## config.mk

```make
export PLATFORM = sky130hd
export DESIGN_NAME = sd_pingpong_buf
export DESIGN_NICKNAME = d
export VERILOG_FILES = /design/src/rtl/sd_pingpong_pkg.sv /design/src/rtl/sd_pingpong_ctrl.sv /design/src/rtl/sd_pingpong_store.sv /design/src/rtl/sd_pingpong_buf.sv
export SDC_FILE = /design/constraint.sdc
export NUM_CORES = 2
export LEC_CHECK = 0
export BUFFER_PORTS_ARGS = -buffer_cell sky130_fd_sc_hd__buf_2
export CAP_MARGIN = 20
export CORE_ASPECT_RATIO = 0.75
export CORE_MARGIN = 1.5
export CORE_UTILIZATION = 25
export CTS_CLUSTER_DIAMETER = 30
export CTS_CLUSTER_SIZE = 24
export DETAILED_ROUTE_END_ITERATION = 12
export SYNTH_ARGS = -nofsm -noshare
export SYNTH_HDL_FRONTEND = slang
export SYNTH_SLANG_ARGS = --single-unit
```

## constraint.sdc

```tcl
create_clock -name clk -period 5.4 [get_ports clk]
set_input_delay 1.08 -clock clk [delete_from_list [all_inputs] [get_ports clk]]
set_output_delay 1.08 -clock clk [all_outputs]
set_load 0.005 [all_outputs]
```

## src/rtl/sd_pingpong_pkg.sv

```systemverilog
package sd_pingpong_pkg;
   localparam int SD_LINES = 4;
   typedef logic [SD_LINES-1:0] sd_unit_t;
   typedef enum logic {
      DIR_TO_CARD   = 1'b0,
      DIR_FROM_CARD = 1'b1
   } xfer_dir_e;
endpackage

```

## src/rtl/sd_pingpong_ctrl.sv

```systemverilog
module sd_pingpong_ctrl
   import sd_pingpong_pkg::*;
#(
   parameter int BUF_BYTES  = 64,
   parameter int HOST_BYTES = 4,
   parameter int LEN_W      = 16,
   localparam int NARROW    = BUF_BYTES / SD_LINES,
   localparam int BLEN_W    = $clog2(BUF_BYTES + 1),
   localparam int OFF_W     = $clog2(BUF_BYTES),
   localparam int ADDR_W    = $clog2(BUF_BYTES * 8 / SD_LINES),
   localparam int CU_W      = ADDR_W + 1,
   localparam int UNIT_W    = BLEN_W + 3
) (
   input  logic              clk,
   input  logic              rst_n,
   input  logic              abort,
   input  logic              start,
   input  logic              rx_i,
   input  logic              wide_i,
   input  logic [LEN_W-1:0]  len_i,
   input  logic              h_wvalid,
   output logic              h_wready,
   output logic              h_rvalid,
   input  logic              h_rready,
   output logic              c_tx_valid,
   input  logic              c_tx_ready,
   input  logic              c_rx_valid,
   output logic              c_rx_ready,
   output logic              wide_q,
   output logic              hptr,
   output logic [OFF_W-1:0]  host_addr,
   output logic              host_we,
   output logic              cptr,
   output logic [ADDR_W-1:0] card_addr,
   output logic              card_we,
   output logic              dma_req,
   output logic              wr_rdy,
   output logic              rd_rdy,
   output logic [1:0]        buf_full,
   output logic [1:0]        buf_empty,
   output logic              clk_stop
);
   logic              active;
   xfer_dir_e         dir_q;
   logic [LEN_W-1:0]  h_rem, c_rem;
   logic [1:0]        full_q;
   logic [BLEN_W-1:0] blen [2];
   logic [BLEN_W-1:0] hoff;
   logic [CU_W-1:0]   cunit;
   logic [BLEN_W-1:0] bufsz, rx_chunk, card_bytes;
   logic [UNIT_W-1:0] card_units;
   logic              host_go, card_go, h_last, c_last, xfer_done;

   assign bufsz = wide_q ? BLEN_W'(BUF_BYTES) : BLEN_W'(NARROW);

   // host side handshakes
   assign h_wready = active && (dir_q == DIR_TO_CARD) && !full_q[hptr] && (h_rem != '0);
   assign h_rvalid = active && (dir_q == DIR_FROM_CARD) && full_q[hptr];
   assign host_we  = h_wready && h_wvalid;
   assign host_go  = host_we || (h_rvalid && h_rready);
   assign h_last   = (dir_q == DIR_TO_CARD)
                   ? ((hoff + BLEN_W'(HOST_BYTES) == bufsz) || (h_rem == LEN_W'(HOST_BYTES)))
                   : (hoff + BLEN_W'(HOST_BYTES) == blen[hptr]);
   assign host_addr = hoff[OFF_W-1:0];

   // card side handshakes
   assign c_tx_valid = active && (dir_q == DIR_TO_CARD) && full_q[cptr];
   assign c_rx_ready = active && (dir_q == DIR_FROM_CARD) && !full_q[cptr] && (c_rem != '0);
   assign card_we    = c_rx_ready && c_rx_valid;
   assign card_go    = card_we || (c_tx_valid && c_tx_ready);
   assign rx_chunk   = (c_rem < LEN_W'(bufsz)) ? BLEN_W'(c_rem) : bufsz;
   assign card_bytes = (dir_q == DIR_FROM_CARD) ? rx_chunk : blen[cptr];
   assign card_units = wide_q ? {2'b00, card_bytes, 1'b0} : {card_bytes, 3'b000};
   assign c_last     = (UNIT_W'(cunit) + UNIT_W'(1)) == card_units;
   assign card_addr  = cunit[ADDR_W-1:0];

   assign xfer_done = (full_q == 2'b00) && !host_go && !card_go &&
                      ((dir_q == DIR_FROM_CARD) ? (c_rem == '0) : (h_rem == '0));

   always_ff @(posedge clk or negedge rst_n) begin
      if (!rst_n) begin
         active <= 1'b0;
         dir_q  <= DIR_TO_CARD;
         wide_q <= 1'b0;
         h_rem  <= '0;
         c_rem  <= '0;
         full_q <= 2'b00;
         hptr   <= 1'b0;
         cptr   <= 1'b0;
         hoff   <= '0;
         cunit  <= '0;
         for (int i = 0; i < 2; i++) blen[i] <= '0;
      end else if (abort) begin
         active <= 1'b0;
         h_rem  <= '0;
         c_rem  <= '0;
         full_q <= 2'b00;
         hptr   <= 1'b0;
         cptr   <= 1'b0;
         hoff   <= '0;
         cunit  <= '0;
      end else if (!active) begin
         if (start) begin
            active <= 1'b1;
            dir_q  <= rx_i ? DIR_FROM_CARD : DIR_TO_CARD;
            wide_q <= wide_i;
            h_rem  <= len_i;
            c_rem  <= len_i;
            hptr   <= 1'b0;
            cptr   <= 1'b0;
            hoff   <= '0;
            cunit  <= '0;
         end
      end else begin
         if (host_go) begin
            if (dir_q == DIR_TO_CARD) h_rem <= h_rem - LEN_W'(HOST_BYTES);
            if (h_last) begin
               hoff         <= '0;
               hptr         <= ~hptr;
               full_q[hptr] <= (dir_q == DIR_TO_CARD);
               if (dir_q == DIR_TO_CARD) blen[hptr] <= hoff + BLEN_W'(HOST_BYTES);
            end else begin
               hoff <= hoff + BLEN_W'(HOST_BYTES);
            end
         end
         if (card_go) begin
            if (c_last) begin
               cunit        <= '0;
               cptr         <= ~cptr;
               full_q[cptr] <= (dir_q == DIR_FROM_CARD);
               if (dir_q == DIR_FROM_CARD) begin
                  blen[cptr] <= rx_chunk;
                  c_rem      <= c_rem - LEN_W'(rx_chunk);
               end
            end else begin
               cunit <= cunit + CU_W'(1);
            end
         end
         if (xfer_done) active <= 1'b0;
      end
   end

   // status flags, one slice per buffer
   for (genvar i = 0; i < 2; i++) begin : g_flag
      logic busy;
      assign busy = active &&
                    (((dir_q == DIR_TO_CARD) && (hptr == 1'(i)) && (hoff != '0)) ||
                     ((dir_q == DIR_FROM_CARD) && (cptr == 1'(i)) && (cunit != '0)));
      assign buf_full[i]  = full_q[i];
      assign buf_empty[i] = !full_q[i] && !busy;
   end

   assign wr_rdy   = h_wready;
   assign rd_rdy   = h_rvalid;
   assign dma_req  = wr_rdy || rd_rdy;
   assign clk_stop = active && (dir_q == DIR_FROM_CARD) && (full_q == 2'b11);

   // transmission starts only from a completed buffer
   a_r4_tx_whole_buffer: assert property (@(posedge clk) disable iff (!rst_n)
      $rose(c_tx_valid) |-> ((blen[cptr] == bufsz) || (h_rem == '0)));
   // read-ready implies a full buffer exists
   a_r5_rd_needs_full: assert property (@(posedge clk) disable iff (!rst_n)
      rd_rdy |-> (buf_full != 2'b00));
   // no card data accepted during a clock stop
   a_r6_stop_blocks_rx: assert property (@(posedge clk) disable iff (!rst_n)
      clk_stop |-> !c_rx_ready);
   // stop released only with a buffer free
   a_r7_release_frees: assert property (@(posedge clk) disable iff (!rst_n)
      $fell(clk_stop) |-> (buf_empty != 2'b00));
   // abort empties both buffers and clears the request
   a_r10_abort_clears: assert property (@(posedge clk) disable iff (!rst_n)
      abort |=> ((buf_empty == 2'b11) && !dma_req && !clk_stop));
   // captured mode stays fixed during a transfer
   a_r11_mode_held: assert property (@(posedge clk) disable iff (!rst_n)
      (active && $past(active)) |-> ($stable(wide_q) && $stable(dir_q)));
endmodule

```

## src/rtl/sd_pingpong_store.sv

```systemverilog
module sd_pingpong_store
   import sd_pingpong_pkg::*;
#(
   parameter int BUF_BYTES  = 64,
   parameter int HOST_BYTES = 4,
   localparam int CONT_BITS = BUF_BYTES * 8 / SD_LINES,
   localparam int ADDR_W    = $clog2(CONT_BITS),
   localparam int OFF_W     = $clog2(BUF_BYTES)
) (
   input  logic                    clk,
   input  logic                    rst_n,
   input  logic                    wide,
   input  logic                    host_we,
   input  logic                    host_buf,
   input  logic [OFF_W-1:0]        host_off,
   input  logic [HOST_BYTES*8-1:0] host_wdata,
   output logic [HOST_BYTES*8-1:0] host_rdata,
   input  logic                    card_we,
   input  logic                    card_buf,
   input  logic [ADDR_W-1:0]       card_addr,
   input  sd_unit_t                card_wunit,
   output sd_unit_t                card_runit
);
   // one container per data line, per buffer
   logic [CONT_BITS-1:0] cont [2][SD_LINES];

   always_ff @(posedge clk) begin
      if (host_we) begin
         for (int k = 0; k < HOST_BYTES; k++) begin
            if (wide) begin
               for (int j = 0; j < SD_LINES; j++) begin
                  cont[host_buf][j][ADDR_W'(2 * (int'(host_off) + k))]     <= host_wdata[8*k + 4 + j];
                  cont[host_buf][j][ADDR_W'(2 * (int'(host_off) + k) + 1)] <= host_wdata[8*k + j];
               end
            end else begin
               for (int j = 0; j < 8; j++)
                  cont[host_buf][0][ADDR_W'(8 * (int'(host_off) + k) + 7 - j)] <= host_wdata[8*k + j];
            end
         end
      end
      if (card_we) begin
         if (wide) begin
            for (int j = 0; j < SD_LINES; j++) cont[card_buf][j][card_addr] <= card_wunit[j];
         end else begin
            cont[card_buf][0][card_addr] <= card_wunit[0];
         end
      end
   end

   always_comb begin
      host_rdata = '0;
      for (int k = 0; k < HOST_BYTES; k++) begin
         if (wide) begin
            for (int j = 0; j < SD_LINES; j++) begin
               host_rdata[8*k + 4 + j] = cont[host_buf][j][ADDR_W'(2 * (int'(host_off) + k))];
               host_rdata[8*k + j]     = cont[host_buf][j][ADDR_W'(2 * (int'(host_off) + k) + 1)];
            end
         end else begin
            for (int j = 0; j < 8; j++)
               host_rdata[8*k + j] = cont[host_buf][0][ADDR_W'(8 * (int'(host_off) + k) + 7 - j)];
         end
      end
   end

   for (genvar l = 0; l < SD_LINES; l++) begin : g_lane
      if (l == 0) begin : g_base
         assign card_runit[l] = cont[card_buf][0][card_addr];
      end else begin : g_upper
         assign card_runit[l] = wide ? cont[card_buf][l][card_addr] : 1'b0;
      end
   end

   // host and card never touch the same buffer in one cycle
   a_r8_disjoint_buffers: assert property (@(posedge clk) disable iff (!rst_n)
      (host_we && card_we) |-> (host_buf != card_buf));
endmodule

```

## src/rtl/sd_pingpong_buf.sv

```systemverilog
module sd_pingpong_buf
   import sd_pingpong_pkg::*;
#(
   parameter int BUF_BYTES = 64,
   parameter int HOST_W    = 32,
   parameter int LEN_W     = 16
) (
   input  logic              clk,
   input  logic              rst_n,
   input  logic              xfer_start,
   input  logic              xfer_abort,
   input  logic              xfer_rx,
   input  logic              bus_wide,
   input  logic [LEN_W-1:0]  xfer_bytes,
   input  logic [HOST_W-1:0] host_wdata,
   input  logic              host_wvalid,
   output logic              host_wready,
   output logic [HOST_W-1:0] host_rdata,
   output logic              host_rvalid,
   input  logic              host_rready,
   output logic [3:0]        card_tx_data,
   output logic              card_tx_valid,
   input  logic              card_tx_ready,
   input  logic [3:0]        card_rx_data,
   input  logic              card_rx_valid,
   output logic              card_rx_ready,
   output logic              dma_req,
   output logic              wr_rdy,
   output logic              rd_rdy,
   output logic [1:0]        buf_full,
   output logic [1:0]        buf_empty,
   output logic              clk_stop_req
);
   localparam int HOST_BYTES = HOST_W / 8;
   localparam int OFF_W      = $clog2(BUF_BYTES);
   localparam int ADDR_W     = $clog2(BUF_BYTES * 8 / SD_LINES);

   if (HOST_W % 8 != 0) begin : g_chk_host
      $error("HOST_W must be whole bytes");
   end
   if ((BUF_BYTES & (BUF_BYTES - 1)) != 0 || BUF_BYTES % (SD_LINES * HOST_BYTES) != 0) begin : g_chk_buf
      $error("BUF_BYTES must be a power of two and a multiple of the lines times the host bytes");
   end
   if (LEN_W < $clog2(BUF_BYTES + 1)) begin : g_chk_len
      $error("LEN_W too narrow for one buffer");
   end

   logic              wide_q, hptr, cptr, host_we, card_we;
   logic [OFF_W-1:0]  host_addr;
   logic [ADDR_W-1:0] card_addr;
   sd_unit_t          tx_unit;

   sd_pingpong_ctrl #(
      .BUF_BYTES (BUF_BYTES),
      .HOST_BYTES(HOST_BYTES),
      .LEN_W     (LEN_W)
   ) u_ctrl (
      .clk       (clk),
      .rst_n     (rst_n),
      .abort     (xfer_abort),
      .start     (xfer_start),
      .rx_i      (xfer_rx),
      .wide_i    (bus_wide),
      .len_i     (xfer_bytes),
      .h_wvalid  (host_wvalid),
      .h_wready  (host_wready),
      .h_rvalid  (host_rvalid),
      .h_rready  (host_rready),
      .c_tx_valid(card_tx_valid),
      .c_tx_ready(card_tx_ready),
      .c_rx_valid(card_rx_valid),
      .c_rx_ready(card_rx_ready),
      .wide_q    (wide_q),
      .hptr      (hptr),
      .host_addr (host_addr),
      .host_we   (host_we),
      .cptr      (cptr),
      .card_addr (card_addr),
      .card_we   (card_we),
      .dma_req   (dma_req),
      .wr_rdy    (wr_rdy),
      .rd_rdy    (rd_rdy),
      .buf_full  (buf_full),
      .buf_empty (buf_empty),
      .clk_stop  (clk_stop_req)
   );

   sd_pingpong_store #(
      .BUF_BYTES (BUF_BYTES),
      .HOST_BYTES(HOST_BYTES)
   ) u_store (
      .clk       (clk),
      .rst_n     (rst_n),
      .wide      (wide_q),
      .host_we   (host_we),
      .host_buf  (hptr),
      .host_off  (host_addr),
      .host_wdata(host_wdata),
      .host_rdata(host_rdata),
      .card_we   (card_we),
      .card_buf  (cptr),
      .card_addr (card_addr),
      .card_wunit(sd_unit_t'(card_rx_data)),
      .card_runit(tx_unit)
   );

   assign card_tx_data = tx_unit;
endmodule

```

### Yosys cells after proc, flatten, opt, wreduce, memory -nomap -nowiden

Memory sizes are Yosys's and may differ from the RTL's.
Cells that the tools add are included.

* bits in registers: 68
* latch bits: 0
* bits in writable memories: 1024
* bits in read-only memories: 0
* input bits: 62
* output and inout port bits: 48
* logic and storage cells: 14257
* memories: 1

* add/sub/neg operators: 44
* multiply operators: 0
* div/mod/pow operators: 0
* order comparisons: 91
* equal/unequal tests: 11
* shift-type cells: 0
* muxes and demuxes: 7202
* bitwise gates (word level): 6791
* reduce and logical (&&, ||, !) cells: 105

Memories
* u_store.cont: depth 2, width 512, rd ports 2, clocked after Yosys merged registers in 0, write ports 1, RTL line sd_pingpong_store.sv:25 `logic [CONT_BITS-1:0] cont [2][SD_LINES];`

Operator list (count)
* $mux 1: 6989
* $or 1x1->1: 6784
* $mux 128: 38
* $mux 512: 2
* $reduce_or 512->1: 1
* $bmux 1 s7: 52
* $lt 7x9->1 const B: 40
* $ge 7x1->1 const B: 41
* $demux 1 s7: 37
* $mux 64: 4
* $mux 16: 10
* $mux 14: 8
* $mux 7: 16
* $sub 7x4->7 const B: 16
* $bmux 1 s6: 16
* $logic_and 1x1->1: 73
* $mux 8: 9
* $sub 7x3->7 const B: 8
* $logic_not 16->1: 2
* $reduce_bool 16->1: 2
* $bwmux 14: 2
* $sub 7x2->7 const B: 4
* $demux 1 s6: 4
* $add 7x2->7 const B: 3
* other kinds (37): 83

### Depth between registers and ports, before layout

* depth in word-level cells: 48
* depth in mapped cells: 18

### By module

From an unflattened synthesis, not the netlist that was laid out.

* cell total of the unflattened synthesis: 9617
* area, all modules: 100064.7 um^2

By module, submodules not included
* sd_pingpong_store: times used 1, cells an instance 8971, area each 94758.4 um^2, seq. area each 30749.5 um^2
* sd_pingpong_ctrl: times used 1, cells an instance 646, area each 5306.3 um^2, seq. area each 1651.6 um^2

### Worst setup path after synthesis

No wires, ideal clock.

* path type: flip-flop to flip-flop
* start: register u_ctrl.wide_q
* end: register u_ctrl.blen[0] (netlist bit)
* arrival: 4297 ps
* data required time: 5278 ps
* slack: 981 ps
* cell stages (with the launch flop): 17
* buffers on the path: 6
* period minus slack after synthesis: 4419 ps
* path through: dfrtp_1 -> buf_2 -> buf_1 -> inv_1 -> clkbuf_1 -> clkbuf_1 -> clkbuf_1 -> ha_1 -> o31a_1 -> or3_1 -> buf_2 -> o31ai_1 -> xnor2_1 -> nand3_1 -> a2111oi_4 -> o21ai_2 -> a32o_1

* longest elaborated chain between the ends: 12
* elaborated cells between the ends (all ways): 17

RTL lines
* start, declared: RTL line sd_pingpong_ctrl.sv:29 `output logic wide_q,`
* start signal, assigned: RTL line sd_pingpong_ctrl.sv:106 `wide_q <= wide_i;`
* parallel branches: the longest is 11 deep, another holds $lt 16x7->1
* $mux 14 (*): RTL line sd_pingpong_ctrl.sv:126 `if (card_go) begin`
* end signal, assigned by index: RTL line sd_pingpong_ctrl.sv:121 `if (dir_q == DIR_TO_CARD) blen[hptr] <= hoff + BLEN_W'(HOST_BYTES);`
* end signal, assigned by index: RTL line sd_pingpong_ctrl.sv:132 `blen[cptr] <= rx_chunk;`
* end, declared: RTL line sd_pingpong_ctrl.sv:47 `logic [BLEN_W-1:0] blen [2];`

Every way passes the cells marked *. The select of a mux whose other input is x is not followed.
A chain may end at the register's enable or synchronous reset.

### Final worst setup path

* start: register u_ctrl.cunit[0]
* end: output card_tx_data[1]

* longest elaborated chain between the ends: 3

RTL lines
* start, declared: RTL line sd_pingpong_ctrl.sv:49 `logic [CU_W-1:0] cunit;`
* start signal, assigned: RTL line sd_pingpong_ctrl.sv:136 `cunit <= cunit + CU_W'(1);`
* $bmux 1 s7: RTL line sd_pingpong_store.sv:69 `assign card_runit[l] = wide ? cont[card_buf][l][card_addr] : 1'b0;`
* $mux 1 (implied by the code): RTL line sd_pingpong_store.sv:69
* $mux 1: RTL line sd_pingpong_store.sv:69
* end, declared: RTL line sd_pingpong_buf.sv:21 `output logic [3:0] card_tx_data,`

No other way between the ends. The select of a mux whose other input is x is not followed.

==> flow_metrics.env <==
export IMPL_drc=0
export IMPL_die_x_um=580.9
export IMPL_cpMostUsedCell="buf_4"
export IMPL_final_hold_violation_count=0
export IMPL_io_pins=110
export IMPL_insertion_delay_ns=0.86
export IMPL_synth_edff_count=1024
export IMPL_wirelength_um=315500
export IMPL_place_congestion=1.043
export IMPL_tightest_slew_ns=1.269
export IMPL_first_iter_violations=11475
export IMPL_synthCells=5150
export IMPL_worst_slack_ns=-0.1903
export IMPL_status="complete, but fails checks"
export IMPL_final_area_um2=74580
export IMPL_p_clk_frac=0.481
export IMPL_r2r_start="u_ctrl.hptr"
export IMPL_p_sw_frac=0.2860
export IMPL_slowest_stage="o31ai_2"
export IMPL_critPathCaptureType="output port"
export IMPL_clock_root_buffer="clkbuf_16"
export IMPL_timing_fmax_mhz=178.9
export IMPL_final_cell_mix="1,024 x edfxtp_1, 718 x nand2_1, 531 x nor2_1"
export IMPL_rrSetupSlack_ns=0.42
export IMPL_synth_cell_type_count=87
export IMPL_ys_flop_type="edfxtp_1"
export IMPL_worstHoldPathCells=2
export IMPL_failed_checks="negative setup slack"
export IMPL_nFillCells=24843
export IMPL_syn_area_um2=62620
export IMPL_pwr_density_cell_nw_per_um2=332.0
export IMPL_cp_data_arrival_time_ns=4.51
export IMPL_power_switching_mw=7.082
export IMPL_placed_area_um2=68120
export IMPL_dpl_hpwl_um=230000
export IMPL_hold_class="flop to flop"
export IMPL_vias=54473
export IMPL_cts_buffers=183
export IMPL_ir_drop_v=0.0002362
export IMPL_grt_overflow=0
export IMPL_rsz0062_at_grt="yes"
export IMPL_grt_usage=0.2391
export IMPL_setup_worst_path_class="flop to output port"
export IMPL_clockBufferDepth=4
export IMPL_cts_tree="built"
export IMPL_worst_path_max_fanout=17
export IMPL_crit_chain="buf_4 -> nand2_1 -> buf_4 -> o22ai_1 -> a2111oi_0 -> o31ai_2 -> o311a_1 -> o31a_1 -> buf_2"
export IMPL_crit_path_max_incr_delay_ns=0.76
export IMPL_rows=158
export IMPL_drt_vias_per_instance=6.257
export IMPL_max_cap_violations=0
export IMPL_drv_slew=0
export IMPL_nets=5324
export IMPL_fin_tns_setup_ns=-0.3938
export IMPL_grt_first_pass_wirelength_um=422300
export IMPL_async_flop_share=0.06055
export IMPL_area_growth_synth_to_final_pct=19.08
export IMPL_cts_hold_buf=0
export IMPL_yosysWarnings=0
export IMPL_relSlewSlack=0.1482
export IMPL_die_y_um=436.4
export IMPL_wl_per_cell_um=36.23
export IMPL_core_area_um2=248100
export IMPL_setup_viol=5
export IMPL_synth_fp_nets=5226
export IMPL_drive_gt1_frac=0.2547
export IMPL_multi_input_comb_area_um2=28310
export IMPL_seq_power_share=0.390
export IMPL_start_kind="flop"
export IMPL_p_int_mw=17.68
export IMPL_final_core_util=0.3006
export IMPL_whs_endpoint="u_ctrl.h_rem[14]"
export IMPL_synth_seq_cells=1090
export IMPL_dr_pass1_iters=9
export IMPL_grt_pass1_vias=50610
export IMPL_clock_sinks=1090
export IMPL_ys_seq_area_frac=0.5174
export IMPL_comb_power_share=0.129
export IMPL_antenna_found_initial=29
export IMPL_antenna_left=0
export IMPL_worstRegToRegCells=11
export IMPL_path_clk_slew_ns=0.06
export IMPL_worst_r2r_endpoint="u_store.cont[0][439]"
export IMPL_dieArea_um2=253500
export IMPL_clock_skew_ns=0.09864
export IMPL_p_total_mw=24.76
export IMPL_grt_start_max_net_pins=131
export IMPL_start_util=0.2524
export IMPL_hp_start="u_ctrl.h_rem[14]"
export IMPL_finalCriticalPeriod_ns=5.590
export IMPL_fin_crit_sh=1.035
export IMPL_p_leak_nw=24.28
export IMPL_synth_area_per_cell_um2=12.16
export IMPL_final_common_cell="edfxtp_1"
export IMPL_crit_required_ns=4.32
export IMPL_io_buffers=109
export IMPL_final_seq_area_um2=32430
export IMPL_h_tree_depth=4
flip-flops by register name (all words and copies together), names as in the netlist, 2 cells and up:
signal	count
u_ctrl.cunit	8
u_ctrl.blen	14
u_ctrl.hoff	5
u_ctrl.c_rem	16
u_store.cont	1024
u_ctrl.buf_full	2
u_ctrl.h_rem	16
through the flow:
stage          cells  hold slack, ns  worst slack (ns)
2_1_floorplan   5150          0.4703            0.9814
3_3_place_gp    8322          0.4916            0.4287
4_1_cts         8670          0.4915          0.005570
3_5_place_dp    8325          0.5032            0.4674
5_1_grt         8679          0.5076          -0.09569
6_report        8706          0.5150           -0.1903
final cells by class:
class	count	share of cell area
timing repair buffer	426	0.04590
antenna	31	0.001040
clock buffer	199	0.06278
clock inverter	133	0.01926
tap	3280	0.05503
inverter	28	0.001493
multi-input combinational	3519	0.3796
sequential	1090	0.4349
layer usage:
metal,routed length [µm],track usage
met1,111900,0.3056
met2,121900,0.3149
met3,64780,0.1481
met4,15920,0.1007
met5,964,0.01770
timing repair:
item / 4_1_cts / 5_1_grt
hold endpoints to repair: 0 / 0
endpoints found under the setup margin: 8 / 8
pin swaps: 1 / 5
setup buffers: 13 / 0
gates resized for setup: 5 / 16
cell usage after synthesis (22+ instances only):
cell type,number,area share
and3_1,22,0.0022
inv_1,26,0.0016
a22oi_1,22,0.0026
buf_1,74,0.0044
clkbuf_1,372,0.022
a21o_1,37,0.0044
edfxtp_1,1024,0.49
nor2_1,542,0.032
nor3_1,58,0.0046
a31oi_1,67,0.0067
o22ai_1,97,0.0097
mux2_2,40,0.0072
o21ai_0,170,0.014
mux4_2,516,0.19
a21oi_1,528,0.042
dfrtp_1,66,0.026
a221oi_1,26,0.0036
and2_1,28,0.0028
mux2i_1,229,0.037
a211oi_1,45,0.0054
buf_2,57,0.0046
nand2_1,728,0.044
o221ai_1,26,0.0036
nand3_1,55,0.0044
o21ai_1,30,0.0024
worst max path at each step:
| stage | end | depth (start not counted) | startpoint | slack, ns |
|---|---|---|---|---|
| after floorplan | u_ctrl.blen[0] | 16 | u_ctrl.wide_q | 0.98 |
| after CTS | card_tx_data[1] | 8 | u_ctrl.cunit[0] | 0.006 |
| final | card_tx_data[1] | 9 | u_ctrl.cunit[0] | -0.19 |
| after global placement | card_tx_data[1] | 9 | u_ctrl.cptr | 0.43 |
| after detailed placement | card_tx_data[1] | 9 | u_ctrl.cunit[0] | 0.47 |
| after global routing | card_tx_data[1] | 10 | u_ctrl.cunit[1] | -0.1 |
cells by family (layout without fill, tap and decap cells):
kind of cell / count (synthesis) / after routing / share of synthesized area
simple gates: 1521 / 1521 / 0.09980
compound gates: 1180 / 1180 / 0.1139
flops: 1090 / 1090 / 0.5174
mux: 785 / 785 / 0.2294
buf+inv: 541 / 786 / 0.03417
xor+xnor: 18 / 18 / 0.002517
fa+ha+maj: 14 / 14 / 0.002797
other cells: 1 / 32 / 0.00005988
power by group through the flow:
stage / Sequential (mW) / Combinational [mW] / Clock [mW]
2_1_floorplan: 9.69 / 1.71 / 0
3_3_place_gp: 9.81 / 2.95 / 0
3_5_place_dp: 9.81 / 2.99 / 0
4_1_cts: 9.64 / 3.02 / 11.9
5_1_grt: 9.65 / 3.24 / 12.3
6_report: 9.66 / 3.21 / 11.9
critical path, delay by kind of cell, from the launching register on:
kind,cells,cell delay [ns]
compound gates,5,1.95
flops,1,0.64
simple gates,1,0.20
buf+inv,3,0.82
No activity file was read; power rests on OpenSTA's default activity.
